$ cat src/rtl/lin_hdr_pkg.sv
package lin_hdr_pkg;

    typedef enum logic [2:0] {
        SEG_OFF,
        SEG_IDLE,
        SEG_BRK,
        SEG_DELIM,
        SEG_SYNC,
        SEG_PID
    } seg_e;

    typedef enum logic [1:0] {
        JOB_HDR,
        JOB_BRK,
        JOB_IDLE
    } job_e;

    localparam int CHAR_BITS = 10;
    localparam int BRK_BITS  = 13;
    localparam int DLM_BITS  = 1;
    localparam int BITN_W    = $clog2(BRK_BITS);
    localparam logic [7:0] SYNC_BYTE = 8'h55;

    typedef struct packed {
        seg_e                   seg;
        logic [BITN_W-1:0]      bitn;
        logic [CHAR_BITS-1:0]   sh;
        job_e                   job;
        logic [7:0]             pid;
        logic                   busy;
        logic                   done;
    } seq_t;

    // index of the last bit of each segment
    function automatic logic [BITN_W-1:0] seg_last(seg_e s);
        case (s)
            SEG_IDLE, SEG_SYNC, SEG_PID: seg_last = BITN_W'(CHAR_BITS - 1);
            SEG_BRK:                     seg_last = BITN_W'(BRK_BITS - 1);
            SEG_DELIM:                   seg_last = BITN_W'(DLM_BITS - 1);
            default:                     seg_last = '0;
        endcase
    endfunction

    // line levels of a segment, bit 0 goes out first
    function automatic logic [CHAR_BITS-1:0] seg_pattern(seg_e s, logic [7:0] pid);
        case (s)
            SEG_BRK:  seg_pattern = '0;
            SEG_SYNC: seg_pattern = {1'b1, SYNC_BYTE, 1'b0};
            SEG_PID:  seg_pattern = {1'b1, pid, 1'b0};
            default:  seg_pattern = '1;
        endcase
    endfunction

    function automatic seg_e seg_after(seg_e s, job_e j);
        case (s)
            SEG_IDLE:  seg_after = (j == JOB_IDLE) ? SEG_OFF : SEG_BRK;
            SEG_BRK:   seg_after = SEG_DELIM;
            SEG_DELIM: seg_after = (j == JOB_BRK) ? SEG_OFF : SEG_SYNC;
            SEG_SYNC:  seg_after = SEG_PID;
            default:   seg_after = SEG_OFF;
        endcase
    endfunction

endpackage

$ cat src/rtl/lin_baud_gen.sv
module lin_baud_gen #(
    parameter int DIV_W = 16
) (
    input  logic             clk,
    input  logic             rst_n,
    input  logic             restart_i,
    input  logic             run_i,
    input  logic [DIV_W-1:0] div_i,
    output logic             tick_o
);

    typedef struct packed {
        logic [DIV_W-1:0] cnt;
        logic [DIV_W-1:0] div;
    } baud_t;

    baud_t q_q, q_d;
    logic  last_cyc;

    assign last_cyc = (q_q.cnt == q_q.div - DIV_W'(1));
    assign tick_o   = run_i && last_cyc;

    always_comb begin
        q_d = q_q;
        if (restart_i) begin
            q_d.cnt = '0;
            q_d.div = (div_i == '0) ? DIV_W'(1) : div_i;
        end else if (run_i) begin
            q_d.cnt = last_cyc ? '0 : q_q.cnt + DIV_W'(1);
        end
    end

    always_ff @(posedge clk or negedge rst_n) begin
        if (!rst_n) begin
            q_q <= '{cnt: '0, div: DIV_W'(1)};
        end else begin
            q_q <= q_d;
        end
    end

    assert_cnt_range_R12: assert property (@(posedge clk) disable iff (!rst_n)
        (q_q.div != '0) && (q_q.cnt < q_q.div));

    assert_div_hold_R12: assert property (@(posedge clk) disable iff (!rst_n)
        (run_i && !restart_i) |=> $stable(q_q.div));

endmodule

$ cat src/rtl/lin_hdr_seq.sv
module lin_hdr_seq
    import lin_hdr_pkg::*;
(
    input  logic       clk,
    input  logic       rst_n,
    input  logic       start_i,
    input  job_e       job_i,
    input  logic       idle_first_i,
    input  logic [7:0] pid_i,
    input  logic       tick_i,
    output logic       tx_o,
    output logic       busy_o,
    output logic       done_o
);

    seq_t q_q, q_d;
    seg_e first_seg;
    seg_e next_seg;

    always_comb begin
        q_d       = q_q;
        q_d.done  = 1'b0;
        first_seg = (job_i == JOB_IDLE || idle_first_i) ? SEG_IDLE : SEG_BRK;
        next_seg  = seg_after(q_q.seg, q_q.job);
        if (!q_q.busy) begin
            if (start_i) begin
                q_d.busy = 1'b1;
                q_d.job  = job_i;
                q_d.pid  = pid_i;
                q_d.seg  = first_seg;
                q_d.bitn = '0;
                q_d.sh   = seg_pattern(first_seg, pid_i);
            end
        end else if (tick_i) begin
            if (q_q.bitn == seg_last(q_q.seg)) begin
                q_d.bitn = '0;
                q_d.seg  = next_seg;
                q_d.sh   = seg_pattern(next_seg, q_q.pid);
                if (next_seg == SEG_OFF) begin
                    q_d.busy = 1'b0;
                    q_d.done = 1'b1;
                end
            end else begin
                q_d.bitn = q_q.bitn + BITN_W'(1);
                q_d.sh   = {q_q.sh[CHAR_BITS-1], q_q.sh[CHAR_BITS-1:1]};
            end
        end
    end

    always_ff @(posedge clk or negedge rst_n) begin
        if (!rst_n) begin
            q_q <= '{seg: SEG_OFF, bitn: '0, sh: '1, job: JOB_HDR,
                     pid: '0, busy: 1'b0, done: 1'b0};
        end else begin
            q_q <= q_d;
        end
    end

    assign tx_o   = q_q.busy ? q_q.sh[0] : 1'b1;
    assign busy_o = q_q.busy;
    assign done_o = q_q.done;

    assert_break_low_R2: assert property (@(posedge clk) disable iff (!rst_n)
        (q_q.busy && q_q.seg == SEG_BRK) |-> !tx_o);

    assert_delim_high_R3: assert property (@(posedge clk) disable iff (!rst_n)
        (q_q.busy && q_q.seg == SEG_DELIM) |-> tx_o);

    assert_seg_hold_R12: assert property (@(posedge clk) disable iff (!rst_n)
        (q_q.busy && !tick_i) |=> ($stable(q_q.seg) && $stable(q_q.bitn)));

    assert_job_hold_R10: assert property (@(posedge clk) disable iff (!rst_n)
        q_q.busy |=> ($stable(q_q.job) && $stable(q_q.pid)));

    assert_done_pulse_R7: assert property (@(posedge clk) disable iff (!rst_n)
        done_o |=> !done_o);

    assert_done_not_busy_R7: assert property (@(posedge clk) disable iff (!rst_n)
        done_o |-> (!busy_o && $past(busy_o)));

endmodule

$ cat src/rtl/lin_hdr_tx.sv
module lin_hdr_tx
    import lin_hdr_pkg::*;
#(
    parameter int DIV_W = 16
) (
    input  logic             clk,
    input  logic             rst_n,
    input  logic             hdr_req_i,
    input  logic             brk_req_i,
    input  logic             idle_req_i,
    input  logic             idle_first_i,
    input  logic [7:0]       pid_i,
    input  logic [DIV_W-1:0] baud_div_i,
    output logic             tx_o,
    output logic             busy_o,
    output logic             done_o
);

    logic accept;
    logic tick;
    job_e job_sel;

    assign accept  = !busy_o && (hdr_req_i || brk_req_i || idle_req_i);
    assign job_sel = hdr_req_i ? JOB_HDR : (brk_req_i ? JOB_BRK : JOB_IDLE);

    lin_baud_gen #(.DIV_W(DIV_W)) u_baud (
        .clk       (clk),
        .rst_n     (rst_n),
        .restart_i (accept),
        .run_i     (busy_o),
        .div_i     (baud_div_i),
        .tick_o    (tick)
    );

    lin_hdr_seq u_seq (
        .clk          (clk),
        .rst_n        (rst_n),
        .start_i      (accept),
        .job_i        (job_sel),
        .idle_first_i (idle_first_i),
        .pid_i        (pid_i),
        .tick_i       (tick),
        .tx_o         (tx_o),
        .busy_o       (busy_o),
        .done_o       (done_o)
    );

    assert_accept_starts_R7: assert property (@(posedge clk) disable iff (!rst_n)
        accept |=> (busy_o && !done_o));

    assert_idle_line_R1: assert property (@(posedge clk) disable iff (!rst_n)
        (!busy_o && !$past(busy_o)) |-> tx_o);

endmodule

$ cat config.mk
export PLATFORM = sky130hd
export DESIGN_NAME = lin_hdr_tx
export DESIGN_NICKNAME = d
export VERILOG_FILES = /design/src/rtl/lin_hdr_pkg.sv /design/src/rtl/lin_baud_gen.sv /design/src/rtl/lin_hdr_seq.sv /design/src/rtl/lin_hdr_tx.sv
export SDC_FILE = /design/constraint.sdc
export NUM_CORES = 1
export LEC_CHECK = 0
export ABC_CLOCK_PERIOD_IN_PS = 7900
export BUFFER_PORTS_ARGS = -buffer_cell sky130_fd_sc_hd__buf_2
export CAP_MARGIN = 15
export CORE_MARGIN = 3
export CORE_UTILIZATION = 64
export DETAILED_ROUTE_END_ITERATION = 8
export PLACE_DENSITY = 0.85
export SYNTH_ARGS = -nofsm -noshare
export SYNTH_HDL_FRONTEND = slang
export SYNTH_SLANG_ARGS = --single-unit
$ cat constraint.sdc
create_clock -name clk -period 7.9 [get_ports clk]
set_input_delay 1.185 -clock clk [delete_from_list [all_inputs] [get_ports clk]]
set_output_delay 1.185 -clock clk [all_outputs]
set_load 0.02 [all_outputs]
=== Word level (Yosys, flattened, before mapping) ===
Index checks and enable logic that the tools add are counted.

* Bits in registers: 61
* Bits of input ports: 30
* Output and inout port bits: 3
* Logic and storage cells: 71

* Add/subtract/negate cells: 3
* Eq/ne operators: 18
* Mux-type cells: 26
* Bitwise gates (word level): 1
* Reductions and logical operators: 13

{| class="wikitable"
|+ Operators with widths
! cell !! number
|-
| two-way mux 16 bit || 4
|-
| one-hot mux 10 bit (3 select lines) || 2
|-
| two-way mux 17 bit || 2
|-
| two-way mux 28 bit || 1
|-
| == test 3 bit, second input constant || 6
|-
| adder 16 x 1 -> 16 bit, second input constant || 1
|-
| == test 16 bit || 1
|-
| zero test 16 bit || 1
|-
| subtractor 16 x 1 -> 16 bit, second input constant || 1
|-
| two-way mux 14 bit || 1
|-
| two-way mux 2 bit || 7
|-
| == test 3 x 2 -> 1 bit, second input constant || 4
|-
| one-hot mux 3 bit (4 select lines) || 1
|-
| two-way mux 4 bit || 2
|-
| one-hot mux 4 bit (2 select lines) || 1
|-
| two-way mux 3 bit || 2
|-
| adder 4 x 1 -> 4 bit, second input constant || 1
|-
| == test 2 bit, second input constant || 2
|-
| == test 4 bit || 1
|-
| inequality test 2 bit, second input constant || 2
|-
| AND reduction 2 bit || 2
|-
| == test 3 x 1 -> 1 bit, second input constant || 1
|-
| zero test 3 bit || 1
|-
| logical OR 1 bit || 3
|-
| other kinds (8) || 11
|}

=== Depth between registers and ports, before layout ===
Gate-level depths: netlist of run 1.

* Depth in word-level cells: 9
* Mapped depth: 11
* Depth with buffers taken out: 9

=== Cells and area by module ===
A second synthesis of run 1 with hierarchy kept.

* Cell total of the unflattened synthesis: 377
* Area, all modules: 3572.2 um2

{| class="wikitable"
|+ By module, submodules not included
! module !! instances !! cells an instance !! area each (um2) !! seq. area each (um2)
|-
| lin_baud_gen || 1 || 196 || 1976.9 || 802.0
|-
| lin_hdr_seq || 1 || 177 || 1574.0 || 738.2
|-
| lin_hdr_tx || 1 || 4 || 21.3 || 0.0
|}

=== Worst setup path before layout of run 1 ===
OpenSTA, ideal clock, no wires.

* Path kind: register to register
* From: reg u_baud.q_q[1] in the netlist's numbering
* To: reg u_seq.q_q[12] in the netlist's numbering
* Setup time: 82 ps
* Data arrival time: 3305 ps
* Data required time: 7818 ps
* Setup slack: 4513 ps
* Stages on the path, launching flop included: 12
* Path buffers: 2
* Clock period less this slack: 3387 ps
* Path through: dfrtp_1 -> inv_1 -> ha_1 -> or4b_1 -> buf_2 -> or4_4 -> a2111oi_4 -> nand2_2 -> or4_4 -> buf_6 -> nand2_4 -> mux2_2

* Word-level cells in the longest chain between the ends: 5

{| class="wikitable"
|+ RTL lines
! element !! line !! RTL
|-
| start, declared || lin_baud_gen.sv:17 || <nowiki>baud_t q_q, q_d;</nowiki>
|-
| start signal, assigned || lin_baud_gen.sv:35 || <nowiki>q_q <= '{cnt: '0, div: DIV_W'(1)};</nowiki>
|-
| start signal, assigned || lin_baud_gen.sv:37 || <nowiki>q_q <= q_d;</nowiki>
|-
| subtractor 16 x 1 -> 16 bit || lin_baud_gen.sv:20 || <nowiki>assign last_cyc = (q_q.cnt == q_q.div - DIV_W'(1));</nowiki>
|-
| == test 16 bit || lin_baud_gen.sv:20 ||
|-
| logical AND 1 bit || lin_baud_gen.sv:21 || <nowiki>assign tick_o = run_i && last_cyc;</nowiki>
|-
| inequality test 2 bit (no line) || - ||
|-
| AND reduction 2 bit (no line) || - ||
|-
| end signal, assigned || lin_hdr_seq.sv:52 || <nowiki>q_q <= '{seg: SEG_OFF, bitn: '0, sh: '1, job: JOB_HDR,</nowiki>
|-
| end signal, assigned || lin_hdr_seq.sv:55 || <nowiki>q_q <= q_d;</nowiki>
|-
| end, declared || lin_hdr_seq.sv:16 || <nowiki>seq_t q_q, q_d;</nowiki>
|}

Every way passes these cells.
A chain may end at the register's enable or synchronous reset.

=== Worst setup path in the final report of run 1 ===
* From: reg u_baud.q_q[1] in the netlist's numbering
* To: reg u_seq.q_q[26] in the netlist's numbering

* Word-level cells in the longest chain between the ends: 5

{| class="wikitable"
|+ RTL lines
! element !! line
|-
| subtractor 16 x 1 -> 16 bit || lin_baud_gen.sv:20
|-
| == test 16 bit || lin_baud_gen.sv:20
|-
| logical AND 1 bit || lin_baud_gen.sv:21
|-
| inequality test 2 bit (no line) || -
|-
| AND reduction 3 bit (no line) || -
|}

Every way passes these cells.

==> results.json, run 1 <==
{
  "status": "finished clean",
  "yosysSeqAreaShare_pct": 41.62,
  "cts_resized": 0,
  "slowest_stage": "nor4_1",
  "r2r_cells": 9,
  "ff_latch_area_um2": 1540,
  "hp-class": "reg2reg",
  "grt_max_degree": 62,
  "crit_path_start_kind": "register",
  "tns_ns": 0,
  "p_leak_uw": 0.001803,
  "num-fill-cells": 405,
  "clock.fmax_mhz": 261.3,
  "num_vias": 3127,
  "syn_avg_cell_area_um2": 9.514,
  "hold_viol_final": 0,
  "drc": 0,
  "htree_levels": 3,
  "cts-root-buf": "clkbuf_8",
  "r2r_end": "u_seq.q_q[26]",
  "cts-buffers-inserted": 9,
  "yosysWarnings": 0,
  "finClkSkew_ns": 0.007577,
  "slew_headroom_pct": 25.33,
  "drv_slew": 0,
  "slowest_delay_ns": 0.65,
  "endpoint_kind": "register",
  "track_usage_pct": 28.17,
  "die_h_um": 82.05,
  "placed_area_um2": 3879,
  "timing.rr.start": "u_baud.q_q[1]",
  "tritoncts": "done",
  "hpwl_mm": 5.887,
  "ys_seq_elements": 61,
  "peakVddDrop_v": 0.0001347,
  "layout_common_cells": "dfrtp_1 (50), o21ai_0 (36), mux2_2 (33)",
  "synth_fp_nets": 422,
  "period_share_pct": 48.45,
  "worstHoldPathCells": 2,
  "clk_pin_slew_ns": 0.07,
  "multi_input_area_um2": 2017,
  "clock_sinks": 61,
  "critical_path_class": "reg2reg",
  "period_minus_slack_ns": 3.827,
  "r2r_slack_ns": 4.07,
  "avgViaCountPerCell": 6.369,
  "cpLargestDelayFamily": "simple AND/OR/NAND/NOR gates",
  "ios": 33,
  "path_buf_inv": 1,
  "fin_cells": 491,
  "grt_first_pass_wirelength_mm": 14.16,
  "postCtsHoldBufs": 0,
  "clk_path_buf_depth": 2,
  "overflow": 0,
  "synth_cell_types": 57,
  "tightest_slew_ns": 1.118,
  "p_per_area_nw_per_um2": 210.3,
  "fin_ws_ns": 4.073,
  "port_buffers": 32,
  "crit_chain": "inv_1, ha_1, or4b_1, or4_4, a2111oi_4, nand4_1, nor4_1, a21oi_1, mux2_2",
  "initial_utilization_pct": 66.80,
  "wl_mm": 8.544,
  "finish.net_count": 447,
  "rsz0062_at_grt": "false",
  "dp_slack_ns": 4.242,
  "synthFlopType": "dfrtp_1",
  "dieArea_um2": 6731,
  "final-setup-viol-count": 0,
  "die_w_um": 82.05,
  "fin_area_um2": 4110,
  "routedWlPerCell_um": 17.40,
  "gp_congestion": 0.8994,
  "grt_antenna_before_repair": 0,
  "drive_gt1_share_pct": 26.01,
  "placed_cells": 475,
  "dr.pass1.iters": 5,
  "n_antenna_cell": 0,
  "hold_ws_ns": 0.5102,
  "hold_end": "u_seq.q_q[21]",
  "drv_cap": 0,
  "layout_commonest_cell": "dfrtp_1",
  "grt_pass1_vias": 2917,
  "cts_setup_buffers": 0,
  "std_cell_rows": 27,
  "min-delay-start": "u_seq.q_q[21]",
  "ys_async_sr_fraction_pct": 100.0,
  "crit_required_ns": 8.14,
  "critPathMaxFanout": 8,
  "arrival_ns": 4.07,
  "ant_nets": 0,
  "synthCells": 389,
  "drt_iter0_markers": 261,
  "syn2layout_area_growth_pct": 11.05,
  "synth_edf_count": 0,
  "clock_latency_ns": 0.35,
  "syn_area_um2": 3701,
  "core_area_um2": 5540
}
-- synth_stat cells, drive strengths merged (2+ instances only) --
cell type	instances	area, um2
a2111oi	3	45.05
a211o	4	35.03
a211oi	2	15.01
a21o	11	82.58
a21oi	16	80.08
and3	4	25.02
buf	10	57.55
clkbuf	12	45.04
dfrtp	50	1251
dfstp	11	289.0
ha	3	37.54
inv	11	41.29
mux2	33	371.6
nand2	31	126.4
nand2b	7	43.79
nand3	15	75.07
nand3b	3	22.52
nand4	8	50.05
nor2	21	78.83
nor2b	6	37.54
nor3	10	50.05
nor3b	4	30.03
nor4	13	81.33
o211ai	3	22.52
o21ai	37	185.2
o22ai	3	18.77
o311ai	2	17.52
o31ai	3	22.52
or2	3	18.77
or3	11	70.07
or4	6	52.55
or4b	2	20.02
xnor2	11	96.34
xor2	6	52.55
-- power by group --
part | leakage, uW | switching, uW | internal [uW]
clock network | 0.000113 | 134 | 189
registers | 0.000719 | 48.1 | 348
logic | 0.000970 | 75.4 | 70.5
-- worst max path at each step --
stage,start,endpoint,slack [ns],depth (start not counted)
after floorplan,u_baud.q_q[1],u_seq.q_q[12],4.51,11
after global placement,u_baud.q_q[1],u_seq.q_q[26],4.40,9
after detailed placement,u_baud.q_q[1],u_seq.q_q[26],4.24,9
after CTS,u_baud.q_q[1],u_seq.q_q[26],4.20,9
after global routing,u_baud.q_q[1],u_seq.q_q[26],3.91,9
final,u_baud.q_q[1],u_seq.q_q[26],4.07,9
-- cell type report --
class                      instances  share of cell area (%)
multi-input combinational        295                   49.07
sequential                        61                   37.47
timing repair buffer              36                   4.627
clock buffer                      10                   3.349
clock inverter                     6                   2.283
tap                               72                   2.192
inverter                          11                   1.005
-- worst reg2reg max path: cells and delay by family, from the launching register on --
| family | cells | cell delay, ns |
|---|---|---|
| DFF | 1 | 0.41 |
| and+or+nand+nor | 4 | 1.96 |
| buffers and inverters | 1 | 0.08 |
| muxes | 1 | 0.34 |
| adders and majority gates | 1 | 0.24 |
| AOI/OAI and AO/OA | 2 | 0.68 |
-- state kept, by name, indices dropped and copies added, names as in the netlist --
signal / cells
u_seq.q_q: 27
u_seq.done_o: 1
u_seq.busy_o: 1
u_baud.q_q: 32
-- through the flow --
stage / util, % / total power, uW
2_1_floorplan: - / 498.6
3_3_place_gp: 70.01 / 535.4
3_5_place_dp: 70.01 / 543.8
4_1_cts: 74.19 / 866.9
5_1_grt: 74.19 / 906.7
6_report: 74.19 / 864.3
-- cells by family after synthesis --
logic type	after synthesis	synth area share [%]
buffers and inverters	33	3.888
adders and majority gates	3	1.014
muxes	34	10.31
xor gates and xnor gates	18	4.631
AOI/OAI and AO/OA	91	16.33
and+or+nand+nor	149	22.21
DFF	61	41.62
-- routing by layer --
| metal | share of wire, % | GRT usage, % | up-vias |
|---|---|---|---|
| met5 | 0 | 0 | - |
| met4 | 1.5 | 8.638 | 0 |
| met3 | 6.5 | 8.333 | 15 |
| met2 | 47 | 43.54 | 112 |
| met1 | 45 | 38.26 | 1522 |
| li1 | - | - | 1478 |
Power figures use the tool's default switching activity.
==> inputs of run 2 (changes only) <==
- ABC_CLOCK_PERIOD_IN_PS: 7900 -> 3800
- CORE_UTILIZATION: 64 -> 60
- PLACE_DENSITY: 0.85 -> 0.8
- clock period: 7.9 -> 3.8 ns (I/O delays scaled with it)
==> run 2 against run 1 <==
  * Critical endpoint is now u_seq.q_q[17]
  * Critical path depth stayed put
  * Cell count up 0.81%
  * Via count shrank 0.35%
  * Sequential share of layout area down 0.63 points
  * Combinational power grew 110%
  * Count of clock-buffer cells in the layout stayed put
  * Register-to-register slack got worse by 3.9 ns
  * Utilization down 1.4 points
  * Worst hold slack worse by 0.20 ns
  * Clock skew increased by 0.0060 ns
  * Worst setup slack got worse by 3.9 ns
==> results.json, run 2 (synthesis gave the netlist of run 1 again) <==
{
  "port_buffers": 32,
  "crit_chain": "inv_1, ha_1, or4b_1, or4_4, a2111oi_4, nand2_2, or4_4, nand2_4, mux2_2",
  "rsz0062_at_grt": "false",
  "reg_top3": "u_baud.q_q (32), u_seq.q_q (27)",
  "status": "finished clean",
  "wl_mm": 8.524,
  "tightest_slew_ns": 0.8065,
  "largest_reg_flops": 32,
  "grt_max_degree": 37,
  "postCtsHoldBufs": 0,
  "hold_viol_final": 0,
  "track_usage_pct": 24.76,
  "overflow": 0,
  "ff_latch_area_um2": 1540,
  "ant_nets": 0,
  "arrival_ns": 3.88,
  "hpwl_mm": 5.959,
  "slew_headroom_pct": 46.23,
  "die_w_um": 84.54,
  "drive_gt1_share_pct": 26.71,
  "critPathMaxFanout": 10,
  "clk_path_buf_depth": 2,
  "r2r_cells": 9,
  "clock_power_share_pct": 41.1,
  "grt_util_met3_pct": 4.612,
  "cts_setup_buffers": 0,
  "path_buf_inv": 1,
  "core_area_um2": 5743,
  "gp_congestion": 0.9015,
  "grt_pass1_vias": 2905,
  "dieArea_um2": 7147,
  "use_met1_pct": 35.41,
  "grt-busiest-layer": "met2",
  "hp-class": "in2async",
  "finClkSkew_ns": 0.01358,
  "syn2layout_area_growth_pct": 12.95,
  "clock_latency_ns": 0.35,
  "grt_first_pass_wirelength_mm": 14.07,
  "dp_slack_ns": 0.2419,
  "crit_top_cell": "or4_4",
  "std_cell_rows": 27,
  "n_antenna_cell": 0,
  "intPower_uw": 1390,
  "drv_slew": 0,
  "crit_required_ns": 4.07,
  "finish.net_count": 451,
  "dr.pass1.iters": 5,
  "regMostFlops": "u_baud.q_q",
  "grt_antenna_before_repair": 0,
  "r2r_slack_ns": 0.18,
  "tritoncts": "done",
  "tns_ns": 0,
  "cts_resized": 0,
  "slowest_stage": "or4b_1",
  "multi_input_area_um2": 2017,
  "critical_path_class": "reg2reg",
  "num-fill-cells": 445,
  "cts-root-buf": "clkbuf_8",
  "htree_levels": 3,
  "drv_cap": 0,
  "ios": 33,
  "layout_common_cells": "dfrtp_1 (50), o21ai_0 (36), mux2_2 (33)",
  "peakVddDrop_v": 0.0002995,
  "initial_utilization_pct": 64.44,
  "period_share_pct": 95.17,
  "slowest_delay_ns": 0.61,
  "timing.rr.start": "u_baud.q_q[0]",
  "p_switching_uw": 532.1,
  "met2_usage_pct": 37.79,
  "fin_ws_ns": 0.1834,
  "routedWlPerCell_um": 17.22,
  "crit_path_start_kind": "register",
  "cts-buffers-inserted": 9,
  "endpoint_kind": "register",
  "die_h_um": 84.54,
  "drt_iter0_markers": 219,
  "num_vias": 3116,
  "clk_pin_slew_ns": 0.07,
  "p_per_area_nw_per_um2": 459.9,
  "swShare_pct": 27.68,
  "drc": 0,
  "final-setup-viol-count": 0,
  "clock.fmax_mhz": 276.5,
  "layout_commonest_cell": "dfrtp_1",
  "cpLargestDelayFamily": "simple AND/OR/NAND/NOR gates",
  "avgViaCountPerCell": 6.295,
  "p_comb_share_pct": 16.0,
  "seqPwrFrac_pct": 42.8,
  "period_minus_slack_ns": 3.617,
  "clock_sinks": 61,
  "r2r_end": "u_seq.q_q[17]",
  "p_leak_uw": 0.001846
}
## run 2: cell types whose count changed in the layout (fill, tap and decap cells not counted), sizes merged
cell,delta
buf,+4
bufinv,+2
clkinv,+1
clkinvlp,-1
inv,-2
## run 2: worst max path at each step
stage | cells past startpoint | slack [ns] | from | end
after CTS | 9 | 0.20 | u_baud.q_q[0] | u_seq.q_q[17]
after global placement | 9 | 0.33 | u_baud.q_q[1] | u_seq.q_q[14]
after global routing | 9 | 0.07 | u_baud.q_q[1] | u_seq.q_q[16]
final | 9 | 0.18 | u_baud.q_q[0] | u_seq.q_q[17]
after detailed placement | 9 | 0.24 | u_baud.q_q[1] | u_seq.q_q[17]
after floorplan | 11 | 0.41 | u_baud.q_q[1] | u_seq.q_q[12]
## run 2: final cells by class
class                   count  share of cell area [%]
multi-input cells         295                   48.25
clock buffers              10                   3.292
flip-flops and latches     61                   36.85
clock inverters             6                   3.203
well taps                  72                   2.155
inverters                  11                  0.9877
repair buffers             40                   5.268
## run 2: power by group through the flow
stage	sequential [uW]	combinational (uW)	clock [uW]
floorplan	793	244	0
global placement	826	290	0
detailed placement	832	301	0
CTS	820	307	798
global route	833	343	825
finish	823	308	791
## run 2: stage by stage
step | hold slack [ns] | area, um2 | util (%) | instances | power (uW)
final | 0.3124 | 4180 | 72.79 | 495 | 1922
after global routing | 0.3627 | 4180 | 72.79 | 495 | 2001
after CTS | 0.3363 | 4180 | 72.79 | 495 | 1925
after detailed placement | 0.4689 | 3909 | 68.06 | 479 | 1133
after global placement | 0.4616 | 3909 | 68.06 | 479 | 1116
after floorplan | 0.2744 | 3701 | - | 389 | 1036
## run 2: per-layer routing
| metal | up-vias | routed length, um | part of all wire [%] |
|---|---|---|---|
| met5 | - | 0 | 0 |
| met4 | 0 | 136 | 1.6 |
| met3 | 14 | 519 | 6.1 |
| met2 | 106 | 3939 | 46 |
| met1 | 1510 | 3928 | 46 |
| li1 | 1486 | - | - |
